**config.mk**
```make
export PLATFORM = sky130hd
export DESIGN_NAME = hexnorm_unit
export DESIGN_NICKNAME = d
export VERILOG_FILES = /design/src/rtl/hexnorm_pkg.sv /design/src/rtl/hexnorm_lead.sv /design/src/rtl/hexnorm_shift.sv /design/src/rtl/hexnorm_unit.sv
export SDC_FILE = /design/constraint.sdc
export NUM_CORES = 1
export LEC_CHECK = 0
export BUFFER_PORTS_ARGS = -buffer_cell sky130_fd_sc_hd__buf_2
export CAP_MARGIN = 20
export CELL_PAD_IN_SITES_DETAIL_PLACEMENT = 0
export CELL_PAD_IN_SITES_GLOBAL_PLACEMENT = 1
export CORE_UTILIZATION = 40
export CTS_BUF_LIST = sky130_fd_sc_hd__clkbuf_8 sky130_fd_sc_hd__clkbuf_16
export DETAILED_ROUTE_END_ITERATION = 12
export GPL_ROUTABILITY_DRIVEN = 0
export PLACE_DENSITY = 0.72
export SETUP_SLACK_MARGIN = 0.1
export SLEW_MARGIN = 40
export SYNTH_ARGS = -nofsm -noshare
export SYNTH_HDL_FRONTEND = slang
export SYNTH_SLANG_ARGS = --single-unit
```
**constraint.sdc**
```tcl
create_clock -name clk -period 3.9 [get_ports clk]
set_input_delay 0.78 -clock clk [delete_from_list [all_inputs] [get_ports clk]]
set_output_delay 0.78 -clock clk [all_outputs]
set_load 0.02 [all_outputs]
```
**src/rtl/hexnorm_pkg.sv**
```systemverilog
package hexnorm_pkg;
  localparam int DIG_W = 4;
  typedef enum logic [0:0] {ST_IDLE = 1'b0, ST_NORM = 1'b1} norm_st_e;
endpackage

```
**src/rtl/hexnorm_lead.sv**
```systemverilog
// Per-digit nonzero flags; reports a zero top digit and an all-zero fraction.
module hexnorm_lead #(
  parameter int FRAC_W = 24
) (
  input  logic [FRAC_W-1:0] frac,
  output logic              top_zero,
  output logic              all_zero
);
  localparam int NDIG = FRAC_W / hexnorm_pkg::DIG_W;
  logic [NDIG-1:0] dig_nz;

  for (genvar d = 0; d < NDIG; d++) begin : g_dig
    assign dig_nz[d] = |frac[d*hexnorm_pkg::DIG_W +: hexnorm_pkg::DIG_W];
  end

  assign top_zero = ~dig_nz[NDIG-1];
  assign all_zero = ~|dig_nz;
endmodule

```
**src/rtl/hexnorm_shift.sv**
```systemverilog
// One-digit left shift; the low digit takes the guard or zero once it is spent.
module hexnorm_shift #(
  parameter int FRAC_W = 24
) (
  input  logic [FRAC_W-1:0]              frac,
  input  logic [hexnorm_pkg::DIG_W-1:0]  guard,
  input  logic                           guard_spent,
  output logic [FRAC_W-1:0]              shifted
);
  localparam int DW = hexnorm_pkg::DIG_W;
  logic [DW-1:0] fill;

  assign fill    = guard_spent ? '0 : guard;
  assign shifted = {frac[FRAC_W-DW-1:0], fill};
endmodule

```
**src/rtl/hexnorm_unit.sv**
```systemverilog
module hexnorm_unit #(
  parameter int FRAC_W = 24,
  parameter int EXP_W  = 7
) (
  input  logic                          clk,
  input  logic                          rst_n,
  input  logic                          in_valid,
  input  logic                          in_sign,
  input  logic [EXP_W-1:0]              in_exp,
  input  logic [FRAC_W-1:0]             in_frac,
  input  logic [hexnorm_pkg::DIG_W-1:0] in_guard,
  output logic                          busy,
  output logic                          done,
  output logic                          underflow,
  output logic [FRAC_W+EXP_W:0]         result
);
  import hexnorm_pkg::*;
  localparam int WORD_W = FRAC_W + EXP_W + 1;

  // reset: asynchronous assertion, synchronous release
  logic [1:0] rst_sync_q;
  logic       rst_int_n;
  always_ff @(posedge clk or negedge rst_n) begin
    if (!rst_n) rst_sync_q <= 2'b00;
    else        rst_sync_q <= {rst_sync_q[0], 1'b1};
  end
  assign rst_int_n = rst_sync_q[1];

  norm_st_e            st_q, st_d;
  logic [FRAC_W-1:0]   frac_q, frac_d;
  logic [EXP_W-1:0]    exp_q, exp_d;
  logic                sign_q, sign_d;
  logic [DIG_W-1:0]    guard_q, guard_d;
  logic                spent_q, spent_d;
  logic                done_q, done_d;
  logic                unf_q, unf_d;
  logic [WORD_W-1:0]   res_q, res_d;
  logic                load_en, step_en;

  logic              in_top_zero, in_all_zero;
  logic              cur_top_zero, cur_all_zero;
  logic [FRAC_W-1:0] frac_shifted;

  hexnorm_lead #(.FRAC_W(FRAC_W)) u_lead_in (
    .frac(in_frac), .top_zero(in_top_zero), .all_zero(in_all_zero)
  );
  hexnorm_lead #(.FRAC_W(FRAC_W)) u_lead_cur (
    .frac(frac_q), .top_zero(cur_top_zero), .all_zero(cur_all_zero)
  );
  hexnorm_shift #(.FRAC_W(FRAC_W)) u_shift (
    .frac(frac_q), .guard(guard_q), .guard_spent(spent_q), .shifted(frac_shifted)
  );

  // next-state logic
  always_comb begin
    st_d    = st_q;
    frac_d  = frac_q;
    exp_d   = exp_q;
    sign_d  = sign_q;
    guard_d = guard_q;
    spent_d = spent_q;
    done_d  = 1'b0;
    unf_d   = 1'b0;
    res_d   = res_q;
    load_en = 1'b0;
    step_en = 1'b0;
    unique case (st_q)
      ST_IDLE: begin
        if (in_valid) begin
          if (in_all_zero) begin
            done_d = 1'b1;
            res_d  = '0;
          end else begin
            load_en = 1'b1;
            st_d    = ST_NORM;
          end
        end
      end
      ST_NORM: begin
        if (!cur_top_zero) begin
          done_d = 1'b1;
          res_d  = {sign_q, exp_q, frac_q};
          st_d   = ST_IDLE;
        end else if (exp_q == '0) begin
          unf_d = 1'b1;
          res_d = '0;
          st_d  = ST_IDLE;
        end else begin
          step_en = 1'b1;
        end
      end
      default: st_d = ST_IDLE;
    endcase
    if (load_en) begin
      frac_d  = in_frac;
      exp_d   = in_exp;
      sign_d  = in_sign;
      guard_d = in_guard;
      spent_d = 1'b0;
    end
    if (step_en) begin
      frac_d  = frac_shifted;
      exp_d   = exp_q - EXP_W'(1);
      spent_d = 1'b1;
    end
  end

  // control and result registers
  always_ff @(posedge clk or negedge rst_int_n) begin
    if (!rst_int_n) begin
      st_q   <= ST_IDLE;
      done_q <= 1'b0;
      unf_q  <= 1'b0;
      res_q  <= '0;
    end else begin
      st_q   <= st_d;
      done_q <= done_d;
      unf_q  <= unf_d;
      res_q  <= res_d;
    end
  end

  // datapath registers, enabled only on load or step
  always_ff @(posedge clk or negedge rst_int_n) begin
    if (!rst_int_n) begin
      frac_q  <= '0;
      exp_q   <= '0;
      sign_q  <= 1'b0;
      guard_q <= '0;
      spent_q <= 1'b0;
    end else if (load_en || step_en) begin
      frac_q  <= frac_d;
      exp_q   <= exp_d;
      sign_q  <= sign_d;
      guard_q <= guard_d;
      spent_q <= spent_d;
    end
  end

  logic unused_ok;
  assign unused_ok = cur_all_zero | in_top_zero;

  assign busy      = (st_q == ST_NORM);
  assign done      = done_q;
  assign underflow = unf_q;
  assign result    = res_q;
endmodule

```
* Word level (Yosys, flattened, before mapping) *
Index checks and enable logic that the tools add are counted.

storage, ports and cells
  register bits = 74
  input port bits = 39
  output and inout port bits = 35
  logic and storage cells = 49

cells by class
  add/sub/neg operators = 1
  equality and inequality tests = 3
  multiplexer cells = 26
  bitwise gates (word level) = 1
  reduce and logical (&&, ||, !) cells = 8

operators with widths
  cell                                                                 number
  32-bit 2-to-1 mux                                                    4
  32-bit case mux with 2 select lines                                  1
  24-bit 2-to-1 mux                                                    2
  24-bit OR reduction                                                  1
  1-bit 2-to-1 mux                                                     14
  7-bit 2-to-1 mux                                                     2
  7-bit zero test                                                      1
  7-bit by 1-bit subtractor with 7-bit output (second input constant)  1
  4-bit 2-to-1 mux                                                     1
  2-bit != test (second input constant)                                2
  1-bit case mux with 2 select lines                                   2
  2-bit AND reduction                                                  2
  4-bit OR reduction                                                   1
  3-bit by 1-bit != test with 1-bit output (second input constant)     1
  3-bit AND reduction                                                  1
  2-bit nonzero test                                                   1
  1-bit logical OR                                                     1
  1-bit inverter                                                       1

* Depth between registers and ports, before layout *
Gate-level depths: netlist of the first run.

  depth after elaboration = 6
  depth in mapped cells = 9
  gate-level depth less buffers = 6

* Hierarchy *
From an unflattened synthesis of the first run, not the netlist that was laid out.

unflattened totals
  cell total of the unflattened synthesis = 307
  area total of the unflattened synthesis = 3480.8 um2

by module, submodules not included
  module         times used  cells an instance  area each (um2)  seq. area each (um2)
  hexnorm_unit   1           265                3190.6           1851.8
  hexnorm_shift  1           24                 175.2            0.0
  hexnorm_lead   2           9                  57.6             0.0

* Least setup slack after synthesis of the first run *
OpenSTA, ideal clock, no wires.

  path kind = in2reg
  start point = input in_frac[18]
  end point = register exp_q[6]
  setup time = 0.126 ns
  data arrival time = 2.021 ns
  data required time = 3.774 ns
  path slack = 1.753 ns
  stages on the path = 5
  buffers on the path = 1
  cells stage by stage = nor4_1 and2_1 a21oi_1 clkbuf_1 o311a_1

between the ends
  word-level cells in the longest chain between the ends = 6
  elaborated cells between the ends (all ways) = 7
  those cells by class = 3 x mux; 4 x reduce/logical

RTL lines
  item                                                                     RTL line             RTL
  start, declared                                                          hexnorm_unit.sv:10   input logic [FRAC_W-1:0] in_frac,
  24-bit OR reduction (*)                                                  hexnorm_lead.sv:17   assign all_zero = ~|dig_nz;
  1-bit 2-to-1 mux (*)                                                     hexnorm_unit.sv:70   if (in_all_zero) begin
  1-bit 2-to-1 mux (*)                                                     hexnorm_unit.sv:69   if (in_valid) begin
  1-bit 2-to-1 mux (*)                                                     hexnorm_unit.sv:67   unique case (st_q)
  2-bit nonzero test (no line) / 1-bit logical OR (equally long branches)  -
  2-bit AND reduction (no line) (*)                                        -
  end signal, assigned                                                     hexnorm_unit.sv:133  exp_q <= exp_d;
  end, declared                                                            hexnorm_unit.sv:31   logic [EXP_W-1:0] exp_q, exp_d;

Every way passes the cells marked *; elsewhere a longest branch is shown, timed or not.
A chain may end at the register's enable or synchronous reset.

* Final worst setup path of the first run *
  start point = register exp_q[1]
  end point = register res_q[12] (netlist: result[12])

between the ends
  word-level cells in the longest chain between the ends = 3

RTL lines
  item                                                RTL line             RTL
  7-bit zero test                                     hexnorm_unit.sv:84   end else if (exp_q == '0) begin
  3-bit by 1-bit != test with 1-bit output (no line)  -
  3-bit AND reduction (no line)                       -
  end signal, assigned                                hexnorm_unit.sv:119  res_q <= res_d;
  end, declared                                       hexnorm_unit.sv:37   logic [WORD_W-1:0] res_q, res_d;

No other way between the ends.

==> flow_metrics.tcl, run 1 <==
set metrics [dict create \
    finalInstanceArea_sq_um 4050 \
    cp_max_fo 40 \
    syn_inst 309 \
    post_cts_buffers 0 \
    report.final.slew_viol_count 0 \
    grt_max_degree 41 \
    cts.repair.resized 0 \
    vdd_drop_max_uv 283 \
    start_util_pct 41.4 \
    final_cell_mix "dfrtp_1 (73), buf_2 (73), a22o_1 (32), a21o_1 (32), nand2_1 (28)" \
    die_y_um 94.5 \
    coreArea_sq_um 8260 \
    diodes 0 \
    synth_seq_cells 74 \
    period_share_pct 70.3 \
    placed_cell_area_sq_um 3860 \
    drt_iter0_markers 132 \
    relSlewSlack_pct 48.6 \
    drive_gt1_share_pct 28.2 \
    hold_class "in2async" \
    max_stage_delay_ns 0.63 \
    dpl.cell_count 468 \
    fin_cells 484 \
    final_hold_viol_count 0 \
    critPathSlowestCell "o311a_2" \
    tightest_slew_ns 0.771 \
    rsz0062_at_grt "false" \
    grt_use_met1_pct 28.2 \
    synth_fp_nets 350 \
    io_buffers 73 \
    post-route-drc-count 0 \
    cts.clk_slew.worst_paths_ns 0.07 \
    antenna_found_initial 0 \
    criticalPathCategory "reg2reg" \
    vias 2756 \
    outcome "completed" \
    die_x_um 94.5 \
    met2_usage_pct 30.7 \
    cts_made_buffers 9 \
    yosysWarnings 0 \
    maxCapViolCount 0 \
    cts_buffer_depth 2 \
    arrival_ns 2.97 \
    crit_path_end_kind "flop" \
    startpoint_type "flop" \
    row_count 33 \
    clock_latency_ns 0.34 \
    viasPerCell 5.69 \
    grt_pass1_vias 2656 \
    grt_pass1_wl_um 13600 \
    grt_busiest_layer "met2" \
    power_leakage_uw 0.00207 \
    drtPass1Iterations 4 \
    met3_usage_pct 3.46 \
    synth-edff-count 0 \
    gr-total-overflow 0 \
    hpwlAfterDp_um 5650 \
    io_pins 74 \
    ff2ff_path_depth 7 \
    ant_nets 0 \
    critical_path.cell_chain "inv_1, ha_1, or4b_4, o311a_2, buf_4, a22o_1, a21o_1" \
    power_density_nw_per_um2 732 \
    routed_wl_um 8240 \
    finalSetupTns_ns 0 \
    cts_num_sinks 74 \
    cts-htree-levels 3 \
    die-area_sq_um 8930 \
    required_ns 4.12 \
    synthFlopType "dfrtp_1" \
    ctsHoldBuffers 0 \
    ys_seq_area_share_pct 54.1 \
    nets 415 \
    wire_per_inst_um 17.0 \
    track_usage_pct 20.2 \
    syn_area_per_cell_sq_um 11.1 \
    synthArstFlopShare_pct 100 \
    min_period_ns 2.74 \
    cts_tree "built" \
    clockRootBuffer "clkbuf_8" \
    synthDistinctLibCells 40 \
    fin_worst_skew_ns 0.00918 \
    setup_viol 0 \
    fmax_mhz 365 \
    syn_to_final_growth_pct 18.4 \
    netlist_area_sq_um 3420 \
]
[where the power goes]
group / switching (uW) / internal [uW] / leakage [uW]
sequential: 290 / 1070 / 0.000908
clock: 265 / 304 / 0.000110
combinational: 583 / 456 / 0.00105
total: 1140 / 1830 / 0.00207
[synth_stat cells, types with 4 or more instances]
cell | count | share of area [%]
dfrtp_1 | 74 | 54
a21o_1 | 32 | 7.0
a22o_1 | 32 | 8.2
nand2_1 | 28 | 3.1
o21ai_1 | 17 | 2.5
a22oi_1 | 16 | 3.5
clkbuf_1 | 15 | 1.6
o21ai_0 | 11 | 1.6
nor2_1 | 7 | 0.77
nor4_1 | 7 | 1.3
a21oi_1 | 6 | 0.88
and2_1 | 6 | 1.1
buf_6 | 6 | 2.0
mux2_2 | 5 | 1.6
o311a_1 | 5 | 1.5
a221o_1 | 4 | 1.2
a32oi_1 | 4 | 1.0
[cells by family after synthesis]
family                     synth area share, %
and+or+nand+nor                           9.29
buffers and inverters                     4.50
other                                    0.110
adders and majority gates                0.731
AOI/OAI and AO/OA                         29.4
xor gates and xnor gates                 0.256
muxes                                     1.65
DFF                                       54.1
[area by class of cell]
class | instances | area, sq um
repair buffers | 79 | 410
flip-flops and latches | 74 | 1860
clock inverters | 6 | 51.3
multi-input cells | 207 | 1450
clock buffers | 10 | 138
inverters | 3 | 11.3
fillers | 797 | 4210
well taps | 105 | 131
[path summary, 6_finish.rpt]
path | start | slack, ns | to
worst min register to register | rst_sync_q[1] | 0.27 | result[7]
worst min-delay path | rst_n | 0.21 | rst_sync_q[1]
worst max-delay path | exp_q[1] | 1.16 | result[12]
max in group asynchronous | rst_sync_q[1] | 2.75 | frac_q[10]
worst max register to register | exp_q[1] | 1.16 | result[12]
min in group clk | rst_sync_q[0] | 0.36 | rst_sync_q[1]
[metrics by stage]
| step | util (%) | total power (uW) | hold WS [ns] | worst slack (ns) |
|---|---|---|---|---|
| 4_1_cts | 49.0 | 3000 | 0.189 | 1.17 |
| 3_5_place_dp | 46.7 | 2420 | 0.345 | 1.14 |
| 6_report | 49.1 | 2970 | 0.207 | 1.16 |
| 3_3_place_gp | 46.5 | 2390 | 0.340 | 1.05 |
| 5_1_grt | 49.1 | 3170 | 0.187 | 1.03 |
| 2_1_floorplan | - | 2070 | 0.331 | 1.69 |
[sequential cells by signal, summed over array words and instances, names as in the netlist]
name,cells
busy,1
done,1
exp_q,7
frac_q,24
guard_q,4
result,32
rst_sync_q,2
sign_q,1
spent_q,1
underflow,1
[routing by layer]
layer	wire, um	vias to the layer above
met1	3810	1359
met2	3800	87
li1	-	1299
met3	496	11
met5	0	-
met4	133	0
[critical path: cells and delay by family, from the launching register on]
kind | cells | cell delay (ns)
adders and majority gates | 1 | 0.14
DFF | 1 | 0.46
AOI/OAI and AO/OA | 3 | 1.05
and+or+nand+nor | 1 | 0.49
buffers and inverters | 2 | 0.48
No activity file was read; power rests on OpenSTA's default activity.
==> run 2: changes to the inputs <==
Settings changed: ABC_AREA set to 1, PLACE_DENSITY 0.72 to 0.76.
Clock period 3.9 ns to 2.6 ns, I/O delays scaled along.
==> flow_metrics.tcl, run 2 <==
set metrics [dict create \
    cts_num_sinks 74 \
    hpwlAfterDp_um 5630 \
    gr-total-overflow 0 \
    report.final.slew_viol_count 0 \
    cts_made_buffers 9 \
    relSlewSlack_pct 62.0 \
    synth_most_common_cell "nand2_1" \
    synthDistinctLibCells 25 \
    cts_tree "built" \
    coreArea_sq_um 8680 \
    clock_latency_ns 0.34 \
    syn_inst 459 \
    diodes 0 \
    ff2ff_path_depth 11 \
    ant_nets 0 \
    power_density_nw_per_um2 1200 \
    vdd_drop_max_uv 480 \
    rsz0062_at_grt "false" \
    yosysWarnings 0 \
    synthFlopType "dfrtp_1" \
    fmax_mhz 514 \
    crit_path_end_kind "flop" \
    synth_top_cell_by_area "dfrtp_1" \
    die-area_sq_um 9270 \
    netlist_area_sq_um 3560 \
    hold_ws_ns 0.270 \
    outcome "completed" \
    arrival_ns 2.22 \
    cts_buffer_depth 2 \
    grt_pass1_wl_um 13800 \
    synth_seq_cells 74 \
    grt_max_degree 50 \
    start_util_pct 41.0 \
    routed_wl_um 8360 \
    final_cell_mix "nand2_1 (261), dfrtp_1 (73), buf_2 (73)" \
    final_hold_viol_count 0 \
    io_buffers 73 \
    synth_fp_nets 500 \
    io_pins 74 \
    tightest_slew_ns 0.570 \
    final_common_cell "nand2_1" \
    clockRootBuffer "clkbuf_8" \
    cts.clk_slew.worst_paths_ns 0.08 \
    viasPerCell 4.72 \
    setup_viol 0 \
    criticalPathCategory "reg2reg" \
    startpoint_type "flop" \
    nets 569 \
    synth_top_cell_area_share_pct 52.1 \
    fin_worst_skew_ns 0.0129 \
    min_period_ns 1.94 \
    antenna_found_initial 0 \
    final_util_pct 48.0 \
    cts-htree-levels 3 \
    grt_pass1_vias 2782 \
    synth_area_leaders "dfrtp_1 (52%), nand2_1 (28%), nand3_1 (4.8%)" \
    drtPass1Iterations 4 \
    synth_common_cells "nand2_1 (261), dfrtp_1 (74), nand3_1 (34), nor2_1 (21), inv_1 (13)" \
    synth-edff-count 0 \
    row_count 34 \
    required_ns 2.87 \
    die_y_um 96.3 \
    maxCapViolCount 0 \
    largest_register_ff_count 32 \
    power_leakage_uw 0.00236 \
    drt_iter0_markers 138 \
    syn_area_per_cell_sq_um 7.75 \
    finalSetupTns_ns 0 \
    post-route-drc-count 0 \
    track_usage_pct 20.0 \
    drive_gt1_share_pct 20.3 \
    period_share_pct 74.8 \
    die_x_um 96.3 \
    vias 3023 \
    syn_to_final_growth_pct 17.0 \
    cp_max_fo 36 \
    hold_class "reg2async" \
    ys_seq_area_share_pct 52.1 \
    wire_per_inst_um 13.0 \
    synthArstFlopShare_pct 100 \
]
[run 2: cell count changes in the layout (fill, tap and decap cells not counted), moves of 9 or more]
| cell | before | now |
|---|---|---|
| a21o_1 | 32 | 0 |
| a22o_1 | 32 | 0 |
| a22oi_1 | 16 | 0 |
| nand2_1 | 28 | 261 |
| nand3_1 | 2 | 34 |
| nor2_1 | 7 | 21 |
| o21ai_1 | 17 | 8 |
[run 2: cells by family (layout without fill, tap and decap cells)]
group | after synthesis | after routing | synth area share, %
AO/OA/AOI/OAI | 14 | 14 | 2.18
XOR/XNOR | 4 | 4 | 0.985
other | 1 | 1 | 0.105
AND/OR/NAND/NOR | 326 | 326 | 36.9
adder cells (fa/ha/maj) | 2 | 2 | 0.703
buffers and inverters | 38 | 112 | 7.03
flip-flops | 74 | 74 | 52.1
[run 2: layer usage]
| layer | GRT usage, % | up-vias | share of wire [%] |
|---|---|---|---|
| li1 | - | 1552 | - |
| met1 | 27.0 | 1395 | 48 |
| met2 | 32.0 | 70 | 46 |
| met3 | 3.63 | 6 | 4.6 |
| met4 | 7.35 | 0 | 0.97 |
| met5 | 0 | - | 0 |
[run 2: per-stage QoR]
step | instance area, sq um | total power, uW | setup slack [ns] | std cells
2_1_floorplan | 3560 | 3540 | 0.387 | 459
3_3_place_gp | 3930 | 4040 | 0.636 | 624
3_5_place_dp | 3930 | 4080 | 0.570 | 624
4_1_cts | 4160 | 5080 | 0.640 | 641
5_1_grt | 4160 | 5450 | 0.436 | 641
6_report | 4160 | 5010 | 0.656 | 641
[run 2: layout make-up]
type                            count  area [sq um]
Clock buffer                        9           124
Multi-Input combinational cell    347          1460
Fill cell                         920          4520
Inverter                           16          67.6
Sequential cell                    74          1850
Timing Repair Buffer               80           433
Clock inverter                      7          95.1
Tap cell                          108           135
[run 2: critical path, cell delays in order (launching register included)]
cell	delay (ns)
dfrtp_1	0.41
inv_1	0.12
ha_1	0.16
nand2_1	0.06
nor2_2	0.11
inv_2	0.05
nand2_2	0.25
buf_4	0.42
nand2_1	0.08
o21ai_1	0.09
nand2_1	0.06
nand2_1	0.07
[run 2: power by group]
part | switching (uW) | internal [uW]
clock network | 439 | 538
logic | 1290 | 675
registers | 395 | 1680
[run 2: final timing paths]
path	start	to	slack, ns
max	exp_q[0]	exp_q[0]	0.66
min	rst_sync_q[1]	result[15]	0.27
max reg2reg	exp_q[0]	exp_q[0]	0.66
min reg2reg	rst_sync_q[1]	result[15]	0.27
max in group asynchronous	rst_sync_q[1]	frac_q[0]	1.65
min in group clk	rst_sync_q[0]	rst_sync_q[1]	0.36
[run 2: repair_timing]
action	in CTS	in global routing
setup buffers	0	0
endpoints found under the setup margin	0	0
hold buffers	1	0
endpoints found under the hold margin	2	0
gates resized for setup	0	0
==> run 3: changes to the inputs <==
Clock period 2.6 ns to 1.81 ns, I/O delays scaled along.
==> flow_metrics.tcl, run 3 (synthesis results as in run 2) <==
set metrics [dict create \
    die_y_um 96.3 \
    syn_to_final_growth_pct 23.8 \
    clockRootBuffer "clkbuf_8" \
    cp_max_fo 23 \
    ff2ff_path_depth 10 \
    power_leakage_uw 0.00248 \
    worst_path_most_repeated_cell "nand2_1" \
    wire_per_inst_um 12.9 \
    antenna_found_initial 0 \
    fin_worst_skew_ns 0.00895 \
    grt_max_degree 63 \
    final_util_pct 50.7 \
    final_cell_mix "nand2_1 (261), dfrtp_1 (73), buf_2 (73)" \
    grt_pass1_vias 2816 \
    rsz0062_at_grt "false" \
    power_uw 7650 \
    report.final.slew_viol_count 0 \
    endpoint "frac_q[20]" \
    cp_top_family "simple AND/OR/NAND/NOR gates" \
    track_usage_pct 19.3 \
    nets 580 \
    clock_latency_ns 0.34 \
    crit_path_end_kind "flop" \
    final_common_cell "nand2_1" \
    die-area_sq_um 9270 \
    cts-htree-levels 3 \
    cts_tree "built" \
    finalInstanceArea_sq_um 4400 \
    power_density_nw_per_um2 1740 \
    r2r_setup_slack_ns 0.24 \
    crit_start "frac_q[23]" \
    min_period_ns 1.57 \
    hpwlAfterDp_um 5660 \
    placed_cell_area_sq_um 4010 \
    cts_buffer_depth 2 \
    viasPerCell 4.65 \
    required_ns 2.09 \
    fmax_mhz 635 \
    arrival_ns 1.85 \
    maxCapViolCount 0 \
    coreArea_sq_um 8680 \
    diodes 0 \
    met3_usage_pct 3.32 \
    met2_usage_pct 31.0 \
    ant_nets 0 \
    max_stage_delay_ns 0.41 \
    final_hold_viol_count 0 \
    start_util_pct 41.0 \
    cts_made_buffers 9 \
    drtPass1Iterations 5 \
    r2r-end "frac_q[20]" \
    grt_busiest_layer "met2" \
    vdd_drop_max_uv 926 \
    drt_iter0_markers 93 \
    path_buf_inv 2 \
    die_x_um 96.3 \
    startpoint_type "flop" \
    post-route-drc-count 0 \
    row_count 34 \
    grt_pass1_wl_um 13400 \
    io_buffers 73 \
    criticalPathCategory "reg2reg" \
    critPathSlowestCell "dfrtp_1" \
    grt_use_met1_pct 26.6 \
    critical_path.cell_chain "nor2_2, nand3_2, nor2_4, nand2_8, buf_12, inv_12, nand2_1, nand2_1, nand2_1, nand2_1" \
    vias 3033 \
    cts.clk_slew.worst_paths_ns 0.08 \
    largest_register_ff_count 32 \
    hold_class "reg2async" \
    drive_gt1_share_pct 22.2 \
    io_pins 74 \
    outcome "completed" \
    path_depth 10 \
    routed_wl_um 8400 \
    gr-total-overflow 0 \
    period_share_pct 86.9 \
    cts_num_sinks 74 \
    setup_viol 0 \
    rr_startpoint "frac_q[23]" \
]
## run 3: report_power, final
part | switching (uW) | internal, uW | total [uW]
Combinational | 1950 | 1170 | 3120
Clock | 604 | 987 | 1590
Sequential | 531 | 2410 | 2940
## run 3: what timing repair did
item | in CTS | in global routing
gates cloned | 0 | 3
hold buffers | 1 | 0
buffers inserted | 0 | 3
endpoints found under the hold margin | 2 | 0
resized for setup | 3 | 7
pin swaps | 0 | 1
setup endpoints to repair | 32 | 52
## run 3: how the worst min path moves through the flow
| stage | start | end | cells past startpoint |
|---|---|---|---|
| 2_1_floorplan | rst_n | rst_sync_q[0] | 0 |
| 3_3_place_gp | rst_sync_q[1] | result[13] | 0 |
| 3_5_place_dp | rst_sync_q[1] | result[13] | 0 |
| 4_1_cts | rst_sync_q[1] | result[13] | 0 |
| 5_1_grt | rst_sync_q[1] | result[17] | 0 |
| 6_report | rst_sync_q[1] | result[17] | 0 |
## run 3: per-stage QoR
stage | setup TNS, ns | cells | setup WS (ns) | hold slack [ns]
floorplan | 0 | 459 | 0.323 | 0.0664
global placement | -0.725 | 629 | -0.0311 | 0.142
detailed placement | -0.461 | 629 | -0.0356 | 0.146
CTS | 0 | 646 | 0.138 | 0.152
global route | 0 | 652 | 0.101 | 0.168
finish | 0 | 652 | 0.236 | 0.139
## run 3: cell type report
type                            instances  area [sq um]
Clock buffer                           11           151
Clock inverter                          5           100
Fill cell                             867          4280
Inverter                               16          72.6
Multi-Input combinational cell        348          1500
Sequential cell                        74          1850
Tap cell                              108           135
Timing Repair Buffer                   90           588
## run 3: layer usage
layer / wire [um] / share of wire (%)
met1: 4100 / 49
met2: 3840 / 46
met3: 427 / 5.1
met4: 30 / 0.36
met5: 0 / 0
